### config.mk
export PLATFORM = sky130hd
export DESIGN_NAME = bcast_conv
export DESIGN_NICKNAME = d
export VERILOG_FILES = /design/src/rtl/bcast_conv.sv
export SDC_FILE = /design/constraint.sdc
export NUM_CORES = 1
export LEC_CHECK = 0
export BUFFER_PORTS_ARGS = -buffer_cell sky130_fd_sc_hd__buf_2
export CORE_MARGIN = 2
export CORE_UTILIZATION = 43
export CTS_CLUSTER_SIZE = 14
export DETAILED_ROUTE_END_ITERATION = 8
export PLACE_DENSITY = 0.56
export SLEW_MARGIN = 10
export SYNTH_ARGS = -nofsm -noshare
export SYNTH_HDL_FRONTEND = slang
export SYNTH_SLANG_ARGS = --single-unit
### constraint.sdc
create_clock -name clk -period 11.7 [get_ports clk]
set_clock_uncertainty 0.15 [all_clocks]
set_input_delay 0.585 -clock clk [delete_from_list [all_inputs] [get_ports clk]]
set_output_delay 0.585 -clock clk [all_outputs]
set_load 0.02 [all_outputs]
### src/rtl/bcast_conv.sv
module bcast_conv #(
  parameter int K  = 3,
  parameter int DW = 8,
  localparam int AW = 2*DW + $clog2(K+1)
) (
  input  logic              clk,
  input  logic              rst_n,
  input  logic              w_load,
  input  logic [K*DW-1:0]   w_flat,
  input  logic              x_valid,
  input  logic [DW-1:0]     x_data,
  output logic              y_valid,
  output logic [AW-1:0]     y_data
);

  logic signed [DW-1:0]   wr   [K];
  logic        [K-1:0]    tg;
  logic signed [AW-1:0]   acc  [K];
  logic signed [2*DW-1:0] prod [K];
  logic signed [AW-1:0]   sum  [K];
  logic signed [AW-1:0]   fin;

  wire step = x_valid && !w_load;

  for (genvar c = 0; c < K; c++) begin : g_cell
    localparam int PREV = (c == 0) ? K-1 : c-1;
    localparam int WIX  = (K - c) % K;

    assign prod[c] = wr[c] * $signed(x_data);
    assign sum[c]  = acc[c] + AW'(prod[c]);

    always_ff @(posedge clk) begin
      if (!rst_n) begin
        wr[c]  <= '0;
        tg[c]  <= (WIX == K-1);
        acc[c] <= '0;
      end else if (w_load) begin
        wr[c]  <= w_flat[WIX*DW +: DW];
        tg[c]  <= (WIX == K-1);
        acc[c] <= '0;
      end else if (step) begin
        wr[c]  <= wr[PREV];
        tg[c]  <= tg[PREV];
        acc[c] <= tg[c] ? '0 : sum[c];
      end
    end
  end

  always_comb begin
    fin = '0;
    for (int c = 0; c < K; c++)
      if (tg[c]) fin = sum[c];
  end

  always_ff @(posedge clk) begin
    if (!rst_n) begin
      y_valid <= 1'b0;
      y_data  <= '0;
    end else begin
      y_valid <= step;
      if (step) y_data <= fin;
    end
  end

endmodule

---- Word-level counts from Yosys, hierarchy flattened ----
Memories as Yosys holds them, arrays and structs flattened.
Cells that the tools add are included.
cells by class
  add/subtract/negate cells ............... 3
  multiply operators ...................... 3
  divide/modulo/power cells ............... 0
  magnitude comparators ................... 0
  eq/ne operators ......................... 0
  shift operators ......................... 0
  muxes and demuxes ....................... 26
  bitwise logic cells ..................... 13
  reduce and logical (&&, ||, !) cells .... 3
operators with widths
  cell                 number
  $mux W18             12
  $add A18 B16 Y18     3
  $mul A8 B8 Y16       3
  $mux W8              6
  $or A1 B1 Y1         12
  $mux W1              8
  $reduce_or A2 Y1     1
  $logic_and A1 B1 Y1  1
  $logic_not A1 Y1     1
  $not A1 Y1           1
storage, ports and cells
  flip-flop bits (word level) ............. 22
  bits in latches ......................... 0
  RAM bits ................................ 78
  ROM bits ................................ 0
  input bits .............................. 36
  word-level logic and storage cells ...... 55
  memories kept ........................... 2
memories
  memory  depth  width  read ports  clocked after Yosys merged registers in  wr ports  line  text
  acc     3      18     3           0                                        3         18    logic signed [AW-1:0] acc [K];
  wr      3      8      3           0                                        3         16    logic signed [DW-1:0] wr [K];

---- Depth between registers and ports, before layout ----
Gate-level depths: netlist (run 1).
  word-level depth ........................ 7
  gate-level depth with buffers ........... 21
  gate-level depth less buffers ........... 20

---- Worst setup path after synthesis (run 1) ----
Ideal clock, no wire load.
  path kind ............................... in2reg
  start ................................... input x_data[0]
  end ..................................... register y_data[17]
  library setup time ...................... 0.079 ns
  arrival ................................. 5.263 ns
  required time ........................... 11.471 ns
  setup slack ............................. 6.209 ns
  stages .................................. 16
  buffers on the path ..................... 0
  cells stage by stage .................... and2_1 inv_1 fa_1 inv_1 fa_1 fa_1 fa_1 fa_1 ha_1 o21a_1 a211oi_2 o31ai_1 o21ai_1 o21ai_1 mux2_2 o211ai_1
between the ends
  word-level cells in the longest chain between the ends .. 5
  elaborated cells between the ends (all ways) .. 9
  those cells by class .................... 3 x add/sub; 3 x mul; 3 x mux
ends and longest elaborated chain
  item                    line  text
  start, declared         11    input logic [DW-1:0] x_data,
  $mul A8 B8 Y16          29    assign prod[c] = wr[c] * $signed(x_data);
  $add A18 B16 Y18        30    assign sum[c] = acc[c] + AW'(prod[c]);
  $mux W18 (2 in series)  52    if (tg[c]) fin = sum[c];
  $mux W18 *              52
  end signal, assigned    61    if (step) y_data <= fin;
  end, declared           13    output logic [AW-1:0] y_data
Every way passes the cells marked *; elsewhere a longest branch is shown, timed or not.
A chain may end at the register's enable or synchronous reset.

---- Final worst setup path (run 1) ----
  start ................................... input x_data[0]
  end ..................................... register y_data[16]
Same word-level chain as after synthesis.

==> results of run 1 <==
## area by class of cell
class                           instances  area (um2)  area share [%]
Multi-Input combinational cell        936        9890            66.4
Inverter                              282        1060            7.11
Tap cell                              402         503            3.38
Clock buffer                           11         253            1.70
Timing Repair Buffer                   59         308            2.07
Clock inverter                          5        97.6           0.655
Sequential cell                       100        2780            18.7
## metal layers
metal  GRT usage, %  wire length (um)  vias up  part of all wire (%)
li1               -                 -     4359                     -
met1           31.5             15600     4776                    46
met2           36.4             16300      220                    48
met3           3.01              1850       18                   5.4
met4           3.52               334        0                  0.98
met5              0                 0        -                     0
## power by group
group          total (uW)  leakage (uW)  switching, uW  internal (uW)
logic                2450       0.00613           1440           1010
clock network         369      0.000171            149            220
registers             520       0.00108           65.4            455
## worst max-delay path, delay by kind of cell
| kind | cells | cell delay, ps |
|---|---|---|
| adders and majority gates | 6 | 2790 |
| AOI/OAI and AO/OA | 6 | 1300 |
| xor gates and xnor gates | 1 | 180 |
| buffers and inverters | 3 | 710 |
| and+or+nand+nor | 1 | 680 |
## cells in the final DEF, fill, tap and decap left out, types with 4 or more instances in the layout
| cell | synthesis | routed |
|---|---|---|
| sky130_fd_sc_hd__a211oi_1 | 7 | 7 |
| sky130_fd_sc_hd__a21boi_0 | 7 | 7 |
| sky130_fd_sc_hd__a21o_1 | 10 | 10 |
| sky130_fd_sc_hd__a21oi_1 | 28 | 28 |
| sky130_fd_sc_hd__a221o_1 | 6 | 6 |
| sky130_fd_sc_hd__a22o_1 | 24 | 24 |
| sky130_fd_sc_hd__and2_1 | 115 | 115 |
| sky130_fd_sc_hd__and3_1 | 22 | 22 |
| sky130_fd_sc_hd__buf_2 | 1 | 54 |
| sky130_fd_sc_hd__buf_4 | 0 | 5 |
| sky130_fd_sc_hd__clkbuf_16 | 0 | 9 |
| sky130_fd_sc_hd__clkinv_1 | 2 | 4 |
| sky130_fd_sc_hd__dfxtp_1 | 22 | 22 |
| sky130_fd_sc_hd__edfxtp_1 | 78 | 78 |
| sky130_fd_sc_hd__fa_1 | 240 | 240 |
| sky130_fd_sc_hd__ha_1 | 126 | 126 |
| sky130_fd_sc_hd__inv_1 | 280 | 280 |
| sky130_fd_sc_hd__nand2_1 | 96 | 96 |
| sky130_fd_sc_hd__nand2b_1 | 17 | 17 |
| sky130_fd_sc_hd__nand3_1 | 11 | 11 |
| sky130_fd_sc_hd__nor2_1 | 53 | 53 |
| sky130_fd_sc_hd__nor2b_1 | 9 | 9 |
| sky130_fd_sc_hd__nor3_1 | 14 | 14 |
| sky130_fd_sc_hd__o211ai_1 | 11 | 11 |
| sky130_fd_sc_hd__o21ai_0 | 9 | 9 |
| sky130_fd_sc_hd__o21ai_1 | 10 | 10 |
| sky130_fd_sc_hd__o21bai_1 | 6 | 6 |
| sky130_fd_sc_hd__o221ai_1 | 4 | 4 |
| sky130_fd_sc_hd__xnor2_1 | 33 | 33 |
| sky130_fd_sc_hd__xor2_1 | 20 | 20 |
## final timing paths
kind                              endpoint  cells past startpoint
worst max-delay path            y_data[16]                     17
worst min-delay path             y_data[6]                      2
worst max register to register  y_data[16]                     16
worst min register to register   y_data[6]                      2
## per-stage QoR
step                      instance area, um2  hold WS (ps)
after floorplan                        13900           359
after global placement                 14500           302
after detailed placement               14500           310
after CTS                              14900           320
after global routing                   14900           347
final                                  14900           317
## sequential cells by signal, summed over array words and instances (netlist names)
signal,cells
y_data,18
acc,54
tg,3
y_valid,1
wr,24
## cell families after synthesis
family,Yosys count,share of synthesized area [%]
XOR/XNOR,53,3.33
multiplexers,3,0.225
AO/OA/AOI/OAI,161,8.58
AND/OR/NAND/NOR,353,13.1
adder cells (fa/ha/maj),366,45.8
flip-flops,100,20.0
buffers and inverters,334,9.01
==> impl_summary.log, run 1 <==
[metrics] outcome: finished clean
[metrics] setup repair after global routing missed its margin: no
[metrics] Port Buf Inserts: 54
[metrics] largest net degree at the start of global routing: 53
[metrics] antenna violations before repair: 1
[metrics] Unique masters post-synth: 61
[metrics] number of DRC markers after the initial detailed-route iteration: 530
[metrics] biggest area consumer among synthesized cells: sky130_fd_sc_hd__fa_1
[metrics] Tightest Pin Transition: between 1000 and 1500 ps
[metrics] Hold Buf Count CTS: 0
[metrics] Synth async-reset ratio: 0%
[metrics] endpoint required time on the critical path: 11810 ps
[metrics] register clock-pin slew on the reported worst setup and hold paths: 80 ps
[metrics] number of sinks handled by clock tree synthesis: 100
[metrics] half-perimeter wire length of the detailed placement result: 27.4 mm
[metrics] number of detailed-route iterations in the first pass: 5
[metrics] maximum level of the CTS H-tree: 3
[metrics] cell types with the highest counts after synthesis: 280 x sky130_fd_sc_hd__inv_1, 240 x sky130_fd_sc_hd__fa_1, 126 x sky130_fd_sc_hd__ha_1
[metrics] count of synthesis-stage warnings from yosys: 0
[metrics] later-pin clock latency in the skew report: 370 ps
[metrics] max_cap viols: 0
[metrics] GRT Util Overall: 22.0%
[metrics] number of nets with antenna violations after routing: 0
[metrics] Synth Register Bits: 100
[metrics] part of the cycle the worst path needs: 52.5%
[metrics] sum of routed wire length over all layers: 34.1 mm
[metrics] post-detailed-route DRC marker count: 0
[metrics] initial core utilization: about 44%
[metrics] most frequently used cell type in the post-synthesis netlist: sky130_fd_sc_hd__inv_1
[metrics] Ant. Diodes: 0
[metrics] Cell Chain, Critical Path: buf_2 -> and2_1 -> inv_1 -> fa_1 -> inv_1 -> fa_1 -> fa_1 -> fa_1 -> fa_1 -> ha_1 -> o21a_1 -> o31ai_2 -> a211oi_1 -> o31ai_2 -> xnor2_1 -> a32o_1 -> a221o_1
[metrics] PD cells: 224 mW/mm2
[metrics] Final Slew Violations: 0
[metrics] post-cts gate resize count: 0
[metrics] master cell of the clock root buffer: sky130_fd_sc_hd__clkbuf_16
[metrics] global-route congestion overflow total: 0
[metrics] class of the most critical setup path: input pin to register
[metrics] number of filler cells placed in the layout: 3054
[metrics] number of buffers inserted during clock tree synthesis: 9
[metrics] cell area after technology mapping: 0.0139 mm2
[metrics] timing startpoint of the critical path: x_data[0]
[metrics] clk buf depth: 2
[metrics] share of cells above drive strength 1: 6.03%
[metrics] post-synth net total: between 1500 and 2000
[metrics] dominant register cell in the synthesized netlist: sky130_fd_sc_hd__edfxtp_1
[metrics] area growth from synthesis to layout: 6.93%
[metrics] routed wirelength normalized by instance count: 19.0 um
[metrics] average size of a mapped cell: 10.2 um2
[metrics] setup slack after placement: 5170 ps
[metrics] synthesized instance count: 1370
[metrics] final core occ: 47.0%
[metrics] reg-to-reg setup timing slack: roughly 5600 ps
[metrics] post-CTS repair timing setup buffer count: 0
[metrics] Final Net Count: 1790
[metrics] Crit path arrival time: between 6000 and 7000 ps
[metrics] number of standard cells in the final layout excluding fillers: about 1800
[metrics] placed cell count: about 1800
[metrics] TNS Setup: 0 ps
[metrics] leading cell types by total area after synthesis: sky130_fd_sc_hd__fa_1 34%, sky130_fd_sc_hd__edfxtp_1 17%, sky130_fd_sc_hd__ha_1 11%
[metrics] Die Span X: between 150 and 200 um
[metrics] area of the placeable core: 0.0317 mm2
[metrics] leakage dissipation: between 0.007 and 0.008 uW
[metrics] register area share after synthesis: 20.0%
[metrics] peak per-stage delay on the critical path: 680 ps
[metrics] TritonCTS clock tree: done
[metrics] Min-Delay Startpoint: y_data[6]
[metrics] via count normalized by instance count: 5.22
[metrics] number of vias after detailed routing: approximately 9400
[metrics] Most Frequent Cell on Critical Path: sky130_fd_sc_hd__fa_1
[metrics] worst-case setup margin in the final layout: 5550 ps
[metrics] first-pass GRT wire length: 56.2 mm
[metrics] final weighted congestion in routability-driven placement: 0.845
[metrics] Peak VDD IR: 0.139 mV
[metrics] Worst setup EP type: register
[metrics] io pins: 55
[metrics] Max stage delay cell, worst path: sky130_fd_sc_hd__and2_1
[metrics] Rows: 65
[metrics] f_max: 0.163 GHz
[metrics] Final Hold Violating Endpoints: 0
[metrics] number of synthesized flops with an enable pin: 78
[metrics] Tightest Hold Check Type: register to register
[metrics] startpoint type of the worst setup path: input pin
[metrics] die area: 0.0339 mm2
[metrics] overall power consumption: around 3300 uW
[metrics] Worst Path Max Fanout: 24
[metrics] via count of the first global-routing pass: 10000
[metrics] vertical extent of the die: 184 um
[metrics] Yosys top cell area share: 34.5%
[metrics] final critical-path required period: 6150 ps
[metrics] Setup Viol. Count Final: 0
[metrics] reg-to-reg critical path startpoint: wr[0][7]
[metrics] Max transition margin: 23.6%
(Power assumes the default switching activity.)
==> run 2: changes to the inputs <==
PLACE_DENSITY = 0.58   (was 0.56)
clock period = 5.4 ns   (was 11.7 ns; I/O delays follow)
==> run 2 against run 1 <==
Sequential share of layout area fell by 1.0 points. Sequential power up 110%. First-iteration DRC count grew 4.3%. Power grew 140%. Critical endpoint unchanged. Via count grew 3.8%. Clock-buffer cell count up 3. Final cell count increased by 5.3%.
==> impl_summary.log, run 2 (synthesis gave the netlist of run 1 again) <==
[metrics] outcome: finished clean
[metrics] share of cells above drive strength 1: 13.9%
[metrics] leakage dissipation: a little under 0.008 uW
[metrics] register clock-pin slew on the reported worst setup and hold paths: 80 ps
[metrics] final weighted congestion in routability-driven placement: around 0.84
[metrics] Reg2Reg Capture Point: y_data[16]
[metrics] later-pin clock latency in the skew report: roughly 370 ps
[metrics] reg-to-reg critical path startpoint: wr[1][2]
[metrics] final critical-path required period: approximately 5400 ps
[metrics] Cell Chain, Critical Path: buf_6 -> nand2_4 -> fa_1 -> fa_1 -> inv_2 -> fa_1 -> fa_1 -> fa_1 -> ha_4 -> o21a_1 -> o31a_1 -> buf_6 -> o211ai_4 -> nand3_2 -> a21o_1 -> a32o_1 -> a221o_1
[metrics] Setup Viol. Count Final: 0
[metrics] number of flip-flops under the largest register name: 54
[metrics] half-perimeter wire length of the detailed placement result: roughly 29 mm
[metrics] Top Registers: acc (54), wr (24), y_data (18)
[metrics] Sequential Area: 0.00278 mm2
[metrics] endpoint required time on the critical path: 5510 ps
[metrics] io pins: 55
[metrics] most frequent standard cell in the layout excluding fill and tap cells: sky130_fd_sc_hd__inv_1
[metrics] Min-Delay Startpoint: w_flat[3]
[metrics] Peak VDD IR: roughly 0.33 mV
[metrics] reg-to-reg setup timing slack: 30 ps
[metrics] number of nets with antenna violations after routing: 0
[metrics] maximum level of the CTS H-tree: 3
[metrics] GRT Util Overall: 22.2%
[metrics] die area: around 0.034 mm2
[metrics] cells on worst reg2reg path: 17
[metrics] number of sinks handled by clock tree synthesis: 100
[metrics] overall power consumption: 8050 uW
[metrics] area occupied by multi-input gates: a little over 0.01 mm2
[metrics] Die Span X: about 180 um
[metrics] max_cap viols: 0
[metrics] Tightest Hold Check Type: input pin to register
[metrics] initial core utilization: 43.9%
[metrics] via count of the first global-routing pass: 10500
[metrics] vertical extent of the die: 184 um
[metrics] sum of routed wire length over all layers: 34.8 mm
[metrics] Final Hold Violating Endpoints: 0
[metrics] Port Buf Inserts: 54
[metrics] Worst setup EP type: register
[metrics] PD cells: 511 mW/mm2
[metrics] placed cell area: 0.0151 mm2
[metrics] Largest Register: acc
[metrics] Worst Path Max Fanout: 4
[metrics] number of vias after detailed routing: 9730
[metrics] area growth from synthesis to layout: 13.1%
[metrics] routed wirelength normalized by instance count: 18.4 um
[metrics] Max stage delay cell, worst path: sky130_fd_sc_hd__fa_1
[metrics] commonest cells after routing, fill and taps aside: 279 x sky130_fd_sc_hd__inv_1, 238 x sky130_fd_sc_hd__fa_1, 124 x sky130_fd_sc_hd__ha_1
[metrics] area of the placeable core: 0.0317 mm2
[metrics] largest net degree at the start of global routing: between 50 and 60
[metrics] part of the cycle the worst path needs: 99.5%
[metrics] number of filler cells placed in the layout: about 3000
[metrics] Hold Buf Count CTS: 0
[metrics] Rows: 65
[metrics] peak per-stage delay on the critical path: 610 ps
[metrics] post-detailed-route DRC marker count: 0
[metrics] Most Frequent Cell on Critical Path: sky130_fd_sc_hd__fa_1
[metrics] via count normalized by instance count: 5.15
[metrics] TritonCTS clock tree: done
[metrics] Final Net Count: roughly 1900
[metrics] Max transition margin: 26.8%
[metrics] startpoint type of the worst setup path: register
[metrics] class of the most critical setup path: register to register
[metrics] number of DRC markers after the initial detailed-route iteration: 553
[metrics] global-route congestion overflow total: 0
[metrics] Final Slew Violations: 0
[metrics] antenna violations before repair: 2
[metrics] number of instances on the worst hold path: 2
[metrics] Tightest Pin Transition: 1100 ps
[metrics] number of buffers inserted during clock tree synthesis: 9
[metrics] cell area after layout: 0.0158 mm2
[metrics] setup repair after global routing missed its margin: yes
[metrics] Crit path arrival time: 5480 ps
[metrics] first-pass GRT wire length: around 57 mm
[metrics] f_max: 0.186 GHz
[metrics] Hold Crit Endpoint: wr[0][3]
[metrics] number of detailed-route iterations in the first pass: 5
[metrics] clk buf depth: 2
[metrics] master cell of the clock root buffer: sky130_fd_sc_hd__clkbuf_16
run 2: changes by cell type in the layout (fill, tap and decap cells not counted), sizes merged:
cell    previous run  this run
diode              0         2
bufinv             3         0
buf               59       153
clkbuf            11        14
clkinv             4         3
inv              280       281
run 2: area by class of cell:
cell class,count,area share [%]
clock buffers,14,1.81
multi-input cells,936,63.9
flip-flops and latches,100,17.7
repair buffers,153,6.61
well taps,402,3.19
inverters,282,6.72
clock inverters,2,0.0953
diodes,2,0.0318
run 2: how the worst max path moves through the flow:
| stage | start | end | slack, ps | cells past startpoint |
|---|---|---|---|---|
| 3_5_place_dp | x_data[0] | y_data[16] | -130 | 21 |
| 6_report | wr[1][2] | y_data[16] | 30 | 17 |
| 3_3_place_gp | x_data[1] | y_data[17] | -90 | 16 |
| 5_1_grt | wr[1][1] | y_data[16] | -150 | 16 |
| 4_1_cts | wr[0][7] | y_data[17] | 4 | 15 |
| 2_1_floorplan | wr[2][7] | y_data[17] | 60 | 16 |
run 2: critical path, delay by kind of cell, from the launching register on:
kind                       cells  cell delay, ps
buffers and inverters          3             340
adders and majority gates      6            2870
AOI/OAI and AO/OA              6            1270
and+or+nand+nor                2             160
DFF                            1             450
run 2: metal layers:
metal	part of all wire (%)	vias to the layer above	wire length, um	global-route usage (%)
li1	-	4556	-	-
met1	44	4917	15500	30.1
met2	48	212	16600	36.4
met3	5.7	43	2000	4.54
met4	2.2	2	763	5.44
met5	0.032	-	11	0
run 2: timing repair:
item | 4_1_cts | 5_1_grt
setup endpoints to repair | 2 | 13
cloned | 0 | 0
resized for setup | 2 | 36
pin swaps | 0 | 21
setup buffers | 2 | 20
endpoints found under the hold margin | 0 | 0
run 2: power breakdown:
part | switching (uW) | internal [uW] | leakage, uW | total, uW
logic | 3480 | 2800 | 0.00665 | 6280
clock network | 316 | 369 | 0.000149 | 685
registers | 103 | 984 | 0.00108 | 1090
run 2: stage by stage:
step | cells | hold slack [ps] | util [%] | setup WS [ps] | TNS (ps)
2_1_floorplan | 1370 | 327 | - | 55.7 | 0
3_3_place_gp | 1851 | 309 | 47.6 | -88.7 | -163
3_5_place_dp | 1851 | 310 | 47.6 | -133 | -452
4_1_cts | 1869 | 32.4 | 48.6 | 4.46 | 0
5_1_grt | 1890 | 41.9 | 49.7 | -151 | -478
6_report | 1891 | 42.9 | 49.7 | 28.2 | 0
